===== config.mk =====
export PLATFORM = sky130hd
export DESIGN_NAME = axis_status_flags
export DESIGN_NICKNAME = d
export VERILOG_FILES = /design/src/rtl/axis_flag_pkg.sv /design/src/rtl/flag_toggle_bit.sv /design/src/rtl/flag_latch_bit.sv /design/src/rtl/cmp_event_gen.sv /design/src/rtl/axis_status_flags.sv
export SDC_FILE = /design/constraint.sdc
export NUM_CORES = 1
export LEC_CHECK = 0
export ABC_AREA = 1
export BUFFER_PORTS_ARGS = -buffer_cell sky130_fd_sc_hd__clkbuf_2
export CORE_AREA = 2 2 39 41
export DETAILED_ROUTE_END_ITERATION = 8
export DIE_AREA = 0 0 41 43
export PLACE_DENSITY = 0.54
export SYNTH_ARGS = -nofsm -noshare
export SYNTH_HDL_FRONTEND = slang
export SYNTH_SLANG_ARGS = --single-unit
export TNS_END_PERCENT = 20

===== constraint.sdc =====
create_clock -name clk -period 0.8 [get_ports clk]
set_input_delay 0.08 -clock clk [delete_from_list [all_inputs] [get_ports clk]]
set_output_delay 0.08 -clock clk [all_outputs]
set_load 0.005 [all_outputs]

===== src/rtl/axis_flag_pkg.sv =====
package axis_flag_pkg;
   localparam int unsigned FLAG_W  = 8;
   localparam int unsigned BIT_BT  = 0;
   localparam int unsigned BIT_CT  = 1;
   localparam int unsigned BIT_CPT = 2;
   localparam int unsigned BIT_SGN = 3;
   localparam int unsigned BIT_ERR = 4;
   localparam int unsigned BIT_DIR = 5;
   localparam int unsigned BIT_IDX = 6;
   localparam int unsigned BIT_NU  = 7;
   localparam int unsigned N_TOG   = 3;

   typedef enum logic {CMP_ENTRY = 1'b0, CMP_PULSE = 1'b1} cmp_mode_e;
endpackage


===== src/rtl/flag_toggle_bit.sv =====
module flag_toggle_bit (
   input  logic clk,
   input  logic rst_n,
   input  logic evt,
   input  logic clr,
   output logic q
);
   always_ff @(posedge clk or negedge rst_n) begin
      if (!rst_n)   q <= 1'b0;
      else if (clr) q <= 1'b0;
      else if (evt) q <= ~q;
   end
endmodule


===== src/rtl/flag_latch_bit.sv =====
module flag_latch_bit (
   input  logic clk,
   input  logic rst_n,
   input  logic set,
   input  logic clr,
   output logic q
);
   always_ff @(posedge clk or negedge rst_n) begin
      if (!rst_n)   q <= 1'b0;
      else if (set) q <= 1'b1;
      else if (clr) q <= 1'b0;
   end
endmodule


===== src/rtl/cmp_event_gen.sv =====
module cmp_event_gen
   import axis_flag_pkg::*;
#(
   parameter cmp_mode_e MODE = CMP_ENTRY
) (
   input  logic clk,
   input  logic rst_n,
   input  logic eq_in,
   output logic evt
);
   generate
      if (MODE == CMP_ENTRY) begin : g_entry
         logic eq_d;
         always_ff @(posedge clk or negedge rst_n) begin
            if (!rst_n) eq_d <= 1'b0;
            else        eq_d <= eq_in;
         end
         assign evt = eq_in & ~eq_d;
      end else begin : g_pulse
         assign evt = eq_in;
      end
   endgenerate
endmodule


===== src/rtl/axis_status_flags.sv =====
module axis_status_flags
   import axis_flag_pkg::*;
#(
   parameter cmp_mode_e CMP_MODE  = CMP_ENTRY,
   parameter bit        DIR_RESET = 1'b0
) (
   input  logic              clk,
   input  logic              rst_n,
   input  logic              cnt_underflow,
   input  logic              cnt_overflow,
   input  logic              cmp_equal,
   input  logic              count_up,
   input  logic              quad_error,
   input  logic              index_event,
   input  logic              clr_status,
   input  logic              clr_error,
   output logic [FLAG_W-1:0] flag_byte
);
   generate
      if (FLAG_W != 8) begin : g_bad_width
         $error("status word must be eight bits wide");
      end
   endgenerate

   logic             cmp_evt;
   logic [N_TOG-1:0] tog_evt;
   logic [N_TOG-1:0] tog_q;
   logic             sign_q;
   logic             dir_q;
   logic             err_q;
   logic             idx_q;

   cmp_event_gen #(.MODE(CMP_MODE)) u_cmp (
      .clk   (clk),
      .rst_n (rst_n),
      .eq_in (cmp_equal),
      .evt   (cmp_evt)
   );

   assign tog_evt = {cmp_evt, cnt_overflow, cnt_underflow};

   generate
      for (genvar i = 0; i < N_TOG; i++) begin : g_tog
         flag_toggle_bit u_tog (
            .clk   (clk),
            .rst_n (rst_n),
            .evt   (tog_evt[i]),
            .clr   (clr_status),
            .q     (tog_q[i])
         );
      end
   endgenerate

   always_ff @(posedge clk or negedge rst_n) begin
      if (!rst_n)                           sign_q <= 1'b0;
      else if (clr_status)                  sign_q <= 1'b0;
      else if (cnt_underflow & ~cnt_overflow) sign_q <= 1'b1;
      else if (cnt_overflow & ~cnt_underflow) sign_q <= 1'b0;
   end

   always_ff @(posedge clk or negedge rst_n) begin
      if (!rst_n) dir_q <= DIR_RESET;
      else        dir_q <= count_up;
   end

   flag_latch_bit u_err (
      .clk   (clk),
      .rst_n (rst_n),
      .set   (quad_error),
      .clr   (clr_error),
      .q     (err_q)
   );

   flag_latch_bit u_idx (
      .clk   (clk),
      .rst_n (rst_n),
      .set   (index_event),
      .clr   (clr_status),
      .q     (idx_q)
   );

   always_comb begin
      flag_byte          = '0;
      flag_byte[BIT_BT]  = tog_q[0];
      flag_byte[BIT_CT]  = tog_q[1];
      flag_byte[BIT_CPT] = tog_q[2];
      flag_byte[BIT_SGN] = sign_q;
      flag_byte[BIT_ERR] = err_q;
      flag_byte[BIT_DIR] = dir_q;
      flag_byte[BIT_IDX] = idx_q;
      flag_byte[BIT_NU]  = 1'b0;
   end
endmodule


* After elaboration in Yosys (flattened, before gate mapping)
Cells that the tools add are included.
Word-level totals: bits in registers 8, bits of input ports 10, output and inout port bits 8, logic and storage cells 36
Cells by class: multiplexer cells 13, bitwise gates (word level) 9, reduce and logical (&&, ||, !) cells 6
Operators by type and width (count):
- $mux 1 | 13
- $reduce_bool 2->1 | 5
- $not 1->1 | 6
- $and 1x1->1 | 3
- $reduce_bool 3->1 | 1

* Depth between registers and ports, before layout
Gate-level depths: netlist of run 1.
depth in word-level cells 5, mapped depth 4

* Cells and area by module
A second synthesis of run 1 with hierarchy kept.
Unflattened totals: cell total of the unflattened synthesis 43, area total of the unflattened synthesis 357.8 um^2
Modules (own cells, without submodules):
- flag_toggle_bit | instances 3, cells each 6, area an instance 43.8 um^2
- axis_status_flags | instances 1, cells each 12, area an instance 111.4 um^2
- flag_latch_bit | instances 2, cells each 5, area an instance 40.0 um^2
- cmp_event_gen | instances 1, cells each 3, area an instance 35.0 um^2

* Worst setup path before layout of run 1
OpenSTA, ideal clock, no wires.
path kind register to register, from register sign_q (netlist name), to register sign_q, library setup time 0.120 ns, arrival 0.565 ns, required time 0.680 ns, slack 0.115 ns, stages on the path, launching flop included 3, buffers on the path 0, cells stage by stage dfrtp_1 > a21boi_0 > nor2_1
RTL lines:
- end signal, assigned | line axis_status_flags.sv:55 | if (!rst_n) sign_q <= 1'b0;
- end signal, assigned | line axis_status_flags.sv:56 | else if (clr_status) sign_q <= 1'b0;
- end signal, assigned | line axis_status_flags.sv:57 | else if (cnt_underflow & ~cnt_overflow) sign_q <= 1'b1;
- end, declared | line axis_status_flags.sv:28 | logic sign_q;

* Final worst setup path of run 1
from register g_tog[2].u_tog.q, to output port flag_byte[2]
RTL lines:
- start, declared | line flag_toggle_bit.sv:6 | output logic q
- start signal, assigned | line flag_toggle_bit.sv:11 | else if (evt) q <= ~q;
- end, declared | line axis_status_flags.sv:17 | output logic [FLAG_W-1:0] flag_byte
No word-level cell between the ends.

==> impl_metrics.tcl, run 1 <==
set metrics [dict create \
    outcome "finished with violations" \
    violations "negative setup slack" \
    cts-root-buf "clkbuf_4" \
    fin_crit_sh_pct 104 \
    synth-seq-cells 8 \
    io_buffers 16 \
    ir_drop_mv 0.997 \
    antenna_found_initial 0 \
    cp.required_ps 720 \
    antenna_cells 0 \
    maxCapViolations 0 \
    wl_met1_um 226 \
    area_delta_synth_final_pct 31.8 \
    seq_power_share_pct 51.5 \
    synth.mux.area_fraction_pct 0 \
    grt_setup_unrepaired "true" \
    syn_area_sq_um 354 \
    cts_tree "built" \
    ant_nets 0 \
    synth_area_per_cell_sq_um 9.57 \
    vias 262 \
    viasPerCell 3.80 \
    hold_start "index_event" \
    synth_area_leaders "dfrtp_1, buf_4, nor2_1, nand2_1, a21boi_0" \
    crit_path_start_kind "flop" \
    worstPathCellList "clkbuf_2" \
    clk_pin_slew_ps 50 \
    grt_first_pass_wirelength_um 869 \
    synth_top_family_by_area "buffers and inverters" \
    syn_inst 37 \
    grt_pass1_vias 212 \
    timing.setup.critical_path_class "reg2out" \
    hold-path-cell-count 2 \
    r2r_start "g_tog[0].u_tog.q$_DFFE_PN0P_" \
    wl_um 558 \
    yosysTopAreaCell "dfrtp_1" \
    die_x_um 41 \
    nNetsFinal 65 \
    clock_tree.buffer_depth 2 \
    wl_per_cell_um 8.09 \
    fmaxAchievable_mhz 1200 \
    critical_path.max_stage_delay_ps 390 \
    p_sw_share_pct 22.6 \
    critPathSlowestCell "dfrtp_1" \
    remaining_drc_errors 0 \
    p_total_uw 863 \
    grt_remaining_overflow 0 \
    synth_simple_gate_area_share_pct 13.1 \
    skew_ps 0.00416 \
    cts_sinks 8 \
    synth_nets 47 \
    synth_edf_count 0 \
    cp.buffers_inverters 1 \
    crit_fanout 3 \
    dieArea_sq_mm 0.00176 \
    synth.distinct_cells 13 \
    synth_top_area_share_pct 56.5 \
    worstSkewPairLatency_ps 250 \
    final-hold-violation-count 0 \
    cts_buffers 3 \
    hp-class "in2reg" \
    ys_seq_area_share_pct 56.5 \
    grt.total_usage_pct 8.22 \
    drtIter0Drc 4 \
    synth_xor_area_share_pct 0 \
    p_clk_share_pct 35.0 \
    start_util_pct 25.6 \
    endpoint_kind "output port" \
    post_synth_fa_ha_maj_area_fraction_pct 0 \
    worstReg2RegEnd "g_tog[0].u_tog.q$_DFFE_PN0P_" \
    synthArstFlopShare_pct 100 \
    tns_ps -108 \
    powerDensity_mw_per_mm2 1850 \
    die_h_um 43 \
    yosys-top-cells-count "buf_4, dfrtp_1, nor2_1" \
    pre_cts_slack_ps 79.4 \
    p_comb_share_pct 13.6 \
    firstDrtPassIters 2 \
    dpl-instance-area_sq_um 394 \
    coreArea_sq_mm 0.00138 \
    top_layer_used "met4" \
    h-tree-depth 1 \
    finalCriticalPeriod_ps 834 \
    yosysWarnings 0 \
    slew_violations 0 \
    p_leak_nw 0.259 \
    globalplace.congestion 0.587 \
    postLayoutCellArea_sq_um 467 \
    worst_ep_arrival_time_ps 750 \
    met2_length_um 274 \
    min_to "u_idx.q$_DFFE_PN0P_" \
    holdWs_ps 6.83 \
    row_count 14 \
    ios 18 \
    r2r_cells 3 \
    r2r_slack_ps 60 \
    internal-power_uw 667 \
    synthFlopType "dfrtp_1" \
    drive_gt1_share_pct 41.5 \
    power_switching_uw 195 \
    synth-compound-area-share_pct 9.19 \
    crit_family "flip-flops" \
    setup_violations 6 \
    layout_setup_ws_ps -34.3 \
    grt_max_degree 9 \
    wl_met3_um 50 \
]
## routing by layer
| metal | global-route usage, % | vias to the layer above |
|---|---|---|
| met5 | 0 | - |
| met4 | 4.00 | 0 |
| met3 | 7.85 | 2 |
| met2 | 10.0 | 9 |
| met1 | 9.33 | 114 |
| li1 | - | 137 |
## placed cells by master, fill, tap and decap left out
cell	n
nor2_2	1
nand2_1	5
inv_2	1
o21ai_1	1
nor2_1	5
clkbuf_4	3
o21bai_1	1
a21boi_0	1
a21oi_1	1
inv_1	2
dfrtp_1	8
conb_1	1
buf_4	1
clkbuf_2	16
nand3_1	1
a21o_1	1
dlygate4sd3_1	4
## through the flow
step | std cells | utilization [%]
3_5_place_dp | 61 | 28.5
2_1_floorplan | 37 | -
3_3_place_gp | 61 | 28.5
6_report | 69 | 33.7
4_1_cts | 68 | 32.8
5_1_grt | 69 | 33.7
## flip-flops by register name (all words and copies together) (netlist names)
signal and cells:
u_idx.q 1, g_tog.u_tog.q 3, u_err.q 1, u_cmp.g_entry.eq_d 1, dir_q 1, sign_q 1
## how the worst max path moves through the flow
stage / from / depth (start not counted) / slack (ps) / to
5_1_grt: sign_q$_DFFE_PN0P_ / 1 / -70 / flag_byte[3]
3_5_place_dp: sign_q$_DFFE_PN0P_ / 2 / 80 / sign_q$_DFFE_PN0P_
2_1_floorplan: sign_q$_DFFE_PN0P_ / 2 / 110 / sign_q$_DFFE_PN0P_
4_1_cts: sign_q$_DFFE_PN0P_ / 1 / -40 / flag_byte[3]
3_3_place_gp: sign_q$_DFFE_PN0P_ / 2 / 100 / sign_q$_DFFE_PN0P_
6_report: g_tog[2].u_tog.q$_DFFE_PN0P_ / 1 / -30 / flag_byte[2]
## power groups by stage
stage	sequential, mW	clock, mW	combinational, mW
2_1_floorplan	0.450	0	0.0721
3_3_place_gp	0.452	0	0.0959
3_5_place_dp	0.453	0	0.0973
4_1_cts	0.445	0.314	0.115
5_1_grt	0.448	0.337	0.133
6_report	0.444	0.302	0.117
## cell families after synthesis
logic type	count (synthesis)
buf+inv	11
simple gates	12
other cells	1
compound gates	5
flops	8
## layout make-up
type | instances | area, sq um
clock buffers | 3 | 22.5
multi-input cells | 18 | 85.1
inverters | 3 | 11.3
well taps | 16 | 20.0
fillers | 157 | 917
repair buffers | 21 | 128
flip-flops and latches | 8 | 200
## what timing repair did
action | in CTS | in global routing
cloned | 0 | 0
hold buffers | 3 | 1
resized for setup | 0 | 1
setup buffers | 1 | 0
endpoints found under the hold margin | 10 | 1
setup endpoints to repair | 7 | 9
No activity file was read; power rests on OpenSTA's default activity.
==> run 2, diff against run 1 <==
--- a/config.mk
+++ b/config.mk
@@ -6,7 +6,7 @@
 export NUM_CORES = 1
 export LEC_CHECK = 0
 export ABC_AREA = 1
-export BUFFER_PORTS_ARGS = -buffer_cell sky130_fd_sc_hd__clkbuf_2
+export BUFFER_PORTS_ARGS = -buffer_cell sky130_fd_sc_hd__buf_2
 export CORE_AREA = 2 2 39 41
 export DETAILED_ROUTE_END_ITERATION = 8
 export DIE_AREA = 0 0 41 43
==> impl_metrics.tcl, run 2 (same netlist as run 1, synthesis figures left out) <==
set metrics [dict create \
    dpl-instance-area_sq_um 394 \
    critPathSlowestCell "dfrtp_1" \
    crit_fanout 3 \
    layout_setup_ws_ps -40.7 \
    drtIter0Drc 1 \
    hold-path-cell-count 2 \
    hp-class "in2reg" \
    maxCapViolations 0 \
    die_h_um 43 \
    cts_tree "built" \
    cp.depth 1 \
    antenna_found_initial 0 \
    worst_ep_arrival_time_ps 760 \
    slew_violations 0 \
    final_common_cell "buf_2" \
    r2r_start "g_tog[2].u_tog.q$_DFFE_PN0P_" \
    wl_um 669 \
    holdWs_ps 24.7 \
    crit_path_start_kind "flop" \
    cts-root-buf "clkbuf_4" \
    firstDrtPassIters 2 \
    ios 18 \
    setup_violations 7 \
    vias 277 \
    grt.total_usage_pct 9.75 \
    clk_pin_slew_ps 50 \
    start_util_pct 25.6 \
    cp-startpoint "g_tog[1].u_tog.q$_DFFE_PN0P_" \
    dieArea_sq_mm 0.00176 \
    cp.buffers_inverters 1 \
    cp.required_ps 720 \
    clock_tree.buffer_depth 2 \
    globalplace.congestion 0.587 \
    r2r_slack_ps 20 \
    endpoint_kind "output port" \
    grt_pass1_vias 260 \
    grt_max_degree 9 \
    fmaxAchievable_mhz 1190 \
    remaining_drc_errors 0 \
    hold_start "quad_error" \
    cts_buffers 3 \
    grt_first_pass_wirelength_mm 1.05 \
    finalCriticalPeriod_ps 841 \
    skew_ps 0.0176 \
    violations "negative setup slack" \
    io_buffers 16 \
    viasPerCell 3.90 \
    tns_ps -174 \
    powerDensity_mw_per_mm2 1790 \
    largest_register_ffs 3 \
    antenna_cells 0 \
    postLayoutCellArea_sq_um 490 \
    place_inst 61 \
    top_register "g_tog.u_tog.q" \
    ant_nets 0 \
    h-tree-depth 1 \
    final_cell_mix "buf_2, dfrtp_1, nand2_1, nor2_1, dlygate4sd3_1" \
    critical_path.max_stage_delay_ps 380 \
    wl_per_cell_um 9.42 \
    final-hold-violation-count 0 \
    worstSkewPairLatency_ps 250 \
    r2r_cells 3 \
    coreArea_sq_mm 0.00138 \
    grt_setup_unrepaired "true" \
    timing.setup.critical_path_class "reg2out" \
    hpwl_um 460 \
    fillerInstances 154 \
    grt_remaining_overflow 0 \
    p_leak_nw 0.276 \
    area_delta_synth_final_pct 38.5 \
    nNetsFinal 67 \
    ir_drop_mv 1.07 \
    p_total_uw 878 \
    row_count 14 \
    cts_sinks 8 \
    drive_gt1_share_pct 43.6 \
    worstPathCellList "buf_2" \
    outcome "finished with violations" \
    crit_family "flip-flops" \
    die_x_um 41 \
    final_cells 71 \
    fin_crit_sh_pct 105 \
]
## run 2: cell count changes in the layout (fill, tap and decap cells not counted), sizes merged
cell	change
buf	+17
clkbuf	-16
dlymetal6s4s	+1
## run 2: layout make-up
type,instances,area [sq um],area share (%)
well taps,16,20.0,4.08
clock buffers,3,22.5,4.59
repair buffers,23,148,30.1
flip-flops and latches,8,200,40.8
multi-input cells,18,88.8,18.1
inverters,3,11.3,2.30
## run 2: power breakdown
group	total (mW)	leakage (nW)	switching (mW)	internal, mW
combinational	0.134	0.165	0.0592	0.0749
clock	0.302	0.0138	0.131	0.171
sequential	0.443	0.0969	0.0115	0.431
total	0.878	0.276	0.201	0.677
## run 2: per-stage QoR
stage	util, %	setup WS, ps
after floorplan	-	115
after global placement	28.5	104
after detailed placement	28.5	82.7
after CTS	34.8	-55.6
after global routing	35.4	-79.9
final	35.4	-40.7
## run 2: final timing paths
| check | end |
|---|---|
| max in group asynchronous | g_tog[1].u_tog.q$_DFFE_PN0P_ |
| worst max register to register | g_tog[2].u_tog.q$_DFFE_PN0P_ |
| worst min register to register | u_idx.q$_DFFE_PN0P_ |
| worst min-delay path | u_err.q$_DFFE_PN0P_ |
| worst max-delay path | flag_byte[1] |
| min in group asynchronous | g_tog[2].u_tog.q$_DFFE_PN0P_ |
## run 2: what timing repair did
item	CTS	global route
buffers inserted	2	0
resized for setup	0	3
hold buffers	5	0
endpoints found under the hold margin	12	0
gates cloned	0	0
pin swaps	0	0
endpoints found under the setup margin	7	9
## run 2: routing by layer
layer  wire length, um  share of wire, %  GRT usage, %  up-vias
met5                 0                 0             0        -
met4                 6              0.90          4.00        0
met3                49               7.3          7.85        2
met2               368                55          14.1        9
met1               243                36          10.0      125
li1                  -                 -             -      141
==> run 3, diff against run 2 <==
--- a/config.mk
+++ b/config.mk
@@ -7,10 +7,12 @@
 export LEC_CHECK = 0
 export ABC_AREA = 1
 export BUFFER_PORTS_ARGS = -buffer_cell sky130_fd_sc_hd__buf_2
-export CORE_AREA = 2 2 39 41
+export CELL_PAD_IN_SITES_DETAIL_PLACEMENT = 1
+export CELL_PAD_IN_SITES_GLOBAL_PLACEMENT = 2
+export CORE_MARGIN = 2
+export CORE_UTILIZATION = 22
 export DETAILED_ROUTE_END_ITERATION = 8
-export DIE_AREA = 0 0 41 43
-export PLACE_DENSITY = 0.54
+export PLACE_DENSITY = 0.72
 export SYNTH_ARGS = -nofsm -noshare
 export SYNTH_HDL_FRONTEND = slang
 export SYNTH_SLANG_ARGS = --single-unit
==> impl_metrics.tcl, run 3 (same netlist as run 1, synthesis figures left out) <==
set metrics [dict create \
    h-tree-depth 1 \
    grt.total_usage_pct 8.47 \
    grt_pass1_vias 281 \
    cts_buffers 3 \
    endpoint_kind "output port" \
    fin_crit_sh_pct 105 \
    cts_sinks 8 \
    die_h_um 44.1 \
    p_comb_share_pct 13.0 \
    violations "negative setup slack" \
    cp.required_ps 720 \
    viasPerCell 4.15 \
    final_cells 68 \
    final_util_pct 30.3 \
    vias 282 \
    dpl-instance-area_sq_um 394 \
    crit_family "flip-flops" \
    top_register "g_tog.u_tog.q" \
    grt_setup_unrepaired "true" \
    start_util_pct 23.5 \
    clock_tree.buffer_depth 2 \
    maxCapViolations 0 \
    place_inst 61 \
    die_x_um 44.1 \
    area_delta_synth_final_pct 29.0 \
    power_switching_uw 195 \
    fillerInstances 192 \
    drtIter0Drc 1 \
    io_buffers 16 \
    ios 18 \
    antenna_found_initial 0 \
    seq_power_share_pct 51.8 \
    critical_path.max_stage_delay_ps 380 \
    slew_violations 0 \
    ant_nets 0 \
    setup_violations 6 \
    tns_ps -193 \
    powerDensity_mw_per_mm2 1880 \
    holdWs_ps 10.0 \
    skew_ps 2.57 \
    cts_tree "built" \
    worst_ep_arrival_time_ps 760 \
    timing.setup.critical_path_class "reg2out" \
    r2r_start "sign_q$_DFFE_PN0P_" \
    worstPathCellList "buf_2" \
    hp-class "in2reg" \
    cts-root-buf "clkbuf_4" \
    largest_register_ffs 3 \
    finalCriticalPeriod_ps 840 \
    grt_first_pass_wirelength_mm 1.14 \
    coreArea_sq_mm 0.00151 \
    row_count 14 \
    globalplace.congestion 0.637 \
    grt_remaining_overflow 0 \
    final-hold-violation-count 0 \
    p_leak_nw 0.252 \
    internal-power_uw 662 \
    final_common_cell "buf_2" \
    crit_path_start_kind "flop" \
    pre_cts_slack_ps 84.3 \
    ir_drop_mv 0.483 \
    final_cell_mix "buf_2, dfrtp_1, nor2_1, nand2_1, dlygate4sd3_1" \
    nNetsFinal 64 \
    layout_setup_ws_ps -40.1 \
    wl_per_cell_um 9.72 \
    cp.buffers_inverters 1 \
    p_total_uw 858 \
    fmaxAchievable_mhz 1190 \
    grt_max_degree 9 \
    outcome "finished with violations" \
    cp-startpoint "g_tog[2].u_tog.q$_DFFE_PN0P_" \
    remaining_drc_errors 0 \
    dieArea_sq_mm 0.00195 \
    firstDrtPassIters 2 \
    p_clk_share_pct 35.3 \
    worstSkewPairLatency_ps 250 \
    p_sw_share_pct 22.8 \
    hold_start "index_event" \
    antenna_cells 0 \
    critPathSlowestCell "dfrtp_1" \
    drive_gt1_share_pct 38.5 \
    postLayoutCellArea_sq_um 457 \
    crit_fanout 3 \
    wl_um 661 \
    clk_pin_slew_ps 50 \
]
-- run 3: cell types whose count changed in the layout (fill, tap and decap cells not counted) --
cell and change:
dlymetal6s4s_1 -1, buf_4 -2, nor2_1 +1, nor2_2 -1, a21oi_1 +1, a21oi_2 -1
-- run 3: worst reg2reg max path, delay by kind of cell (launching register included) --
family | cells | cell delay (ps)
flip-flops | 1 | 380
AND/OR/NAND/NOR | 1 | 50
AO/OA/AOI/OAI | 1 | 170
-- run 3: power groups by stage --
| stage | clock, mW | combinational, mW | sequential, mW |
|---|---|---|---|
| after global placement | 0 | 0.0975 | 0.451 |
| after detailed placement | 0 | 0.0994 | 0.452 |
| after floorplan | 0 | 0.0721 | 0.450 |
| after global routing | 0.343 | 0.127 | 0.448 |
| final | 0.303 | 0.111 | 0.444 |
| after CTS | 0.322 | 0.115 | 0.445 |
-- run 3: path summary, 6_finish.rpt --
kind / to / slack, ps / cells past startpoint
min in group asynchronous: dir_q$_DFF_PN0_ / 200 / 2
max: flag_byte[2] / -40 / 1
max in group asynchronous: g_tog[2].u_tog.q$_DFFE_PN0P_ / 440 / 2
min: u_idx.q$_DFFE_PN0P_ / 10 / 2
max reg2reg: sign_q$_DFFE_PN0P_ / 90 / 2
min reg2reg: u_idx.q$_DFFE_PN0P_ / 470 / 1
-- run 3: timing repair --
| item | 4_1_cts | 5_1_grt |
|---|---|---|
| gates cloned | 0 | 0 |
| setup endpoints to repair | 7 | 7 |
| gates resized for setup | 0 | 0 |
| setup buffers | 0 | 0 |
| hold endpoints to repair | 11 | 0 |
| hold buffers | 4 | 0 |
-- run 3: layer usage --
layer  wire length [um]  global-route usage (%)  vias to the layer above
met4                 23                    9.09                        0
met3                 47                    2.45                        2
met1                262                    8.35                      132
met2                329                    13.5                       11
li1                   -                       -                      137
met5                  0                       0                        -
-- run 3: final cells by class --
cell class	instances	area, sq um	share of cell area, %
clock buffer	3	22.5	4.93
sequential	8	200	43.8
tap	16	20.0	4.38
timing repair buffer	20	120	26.3
inverter	3	11.3	2.47
multi-input combinational	18	82.6	18.1
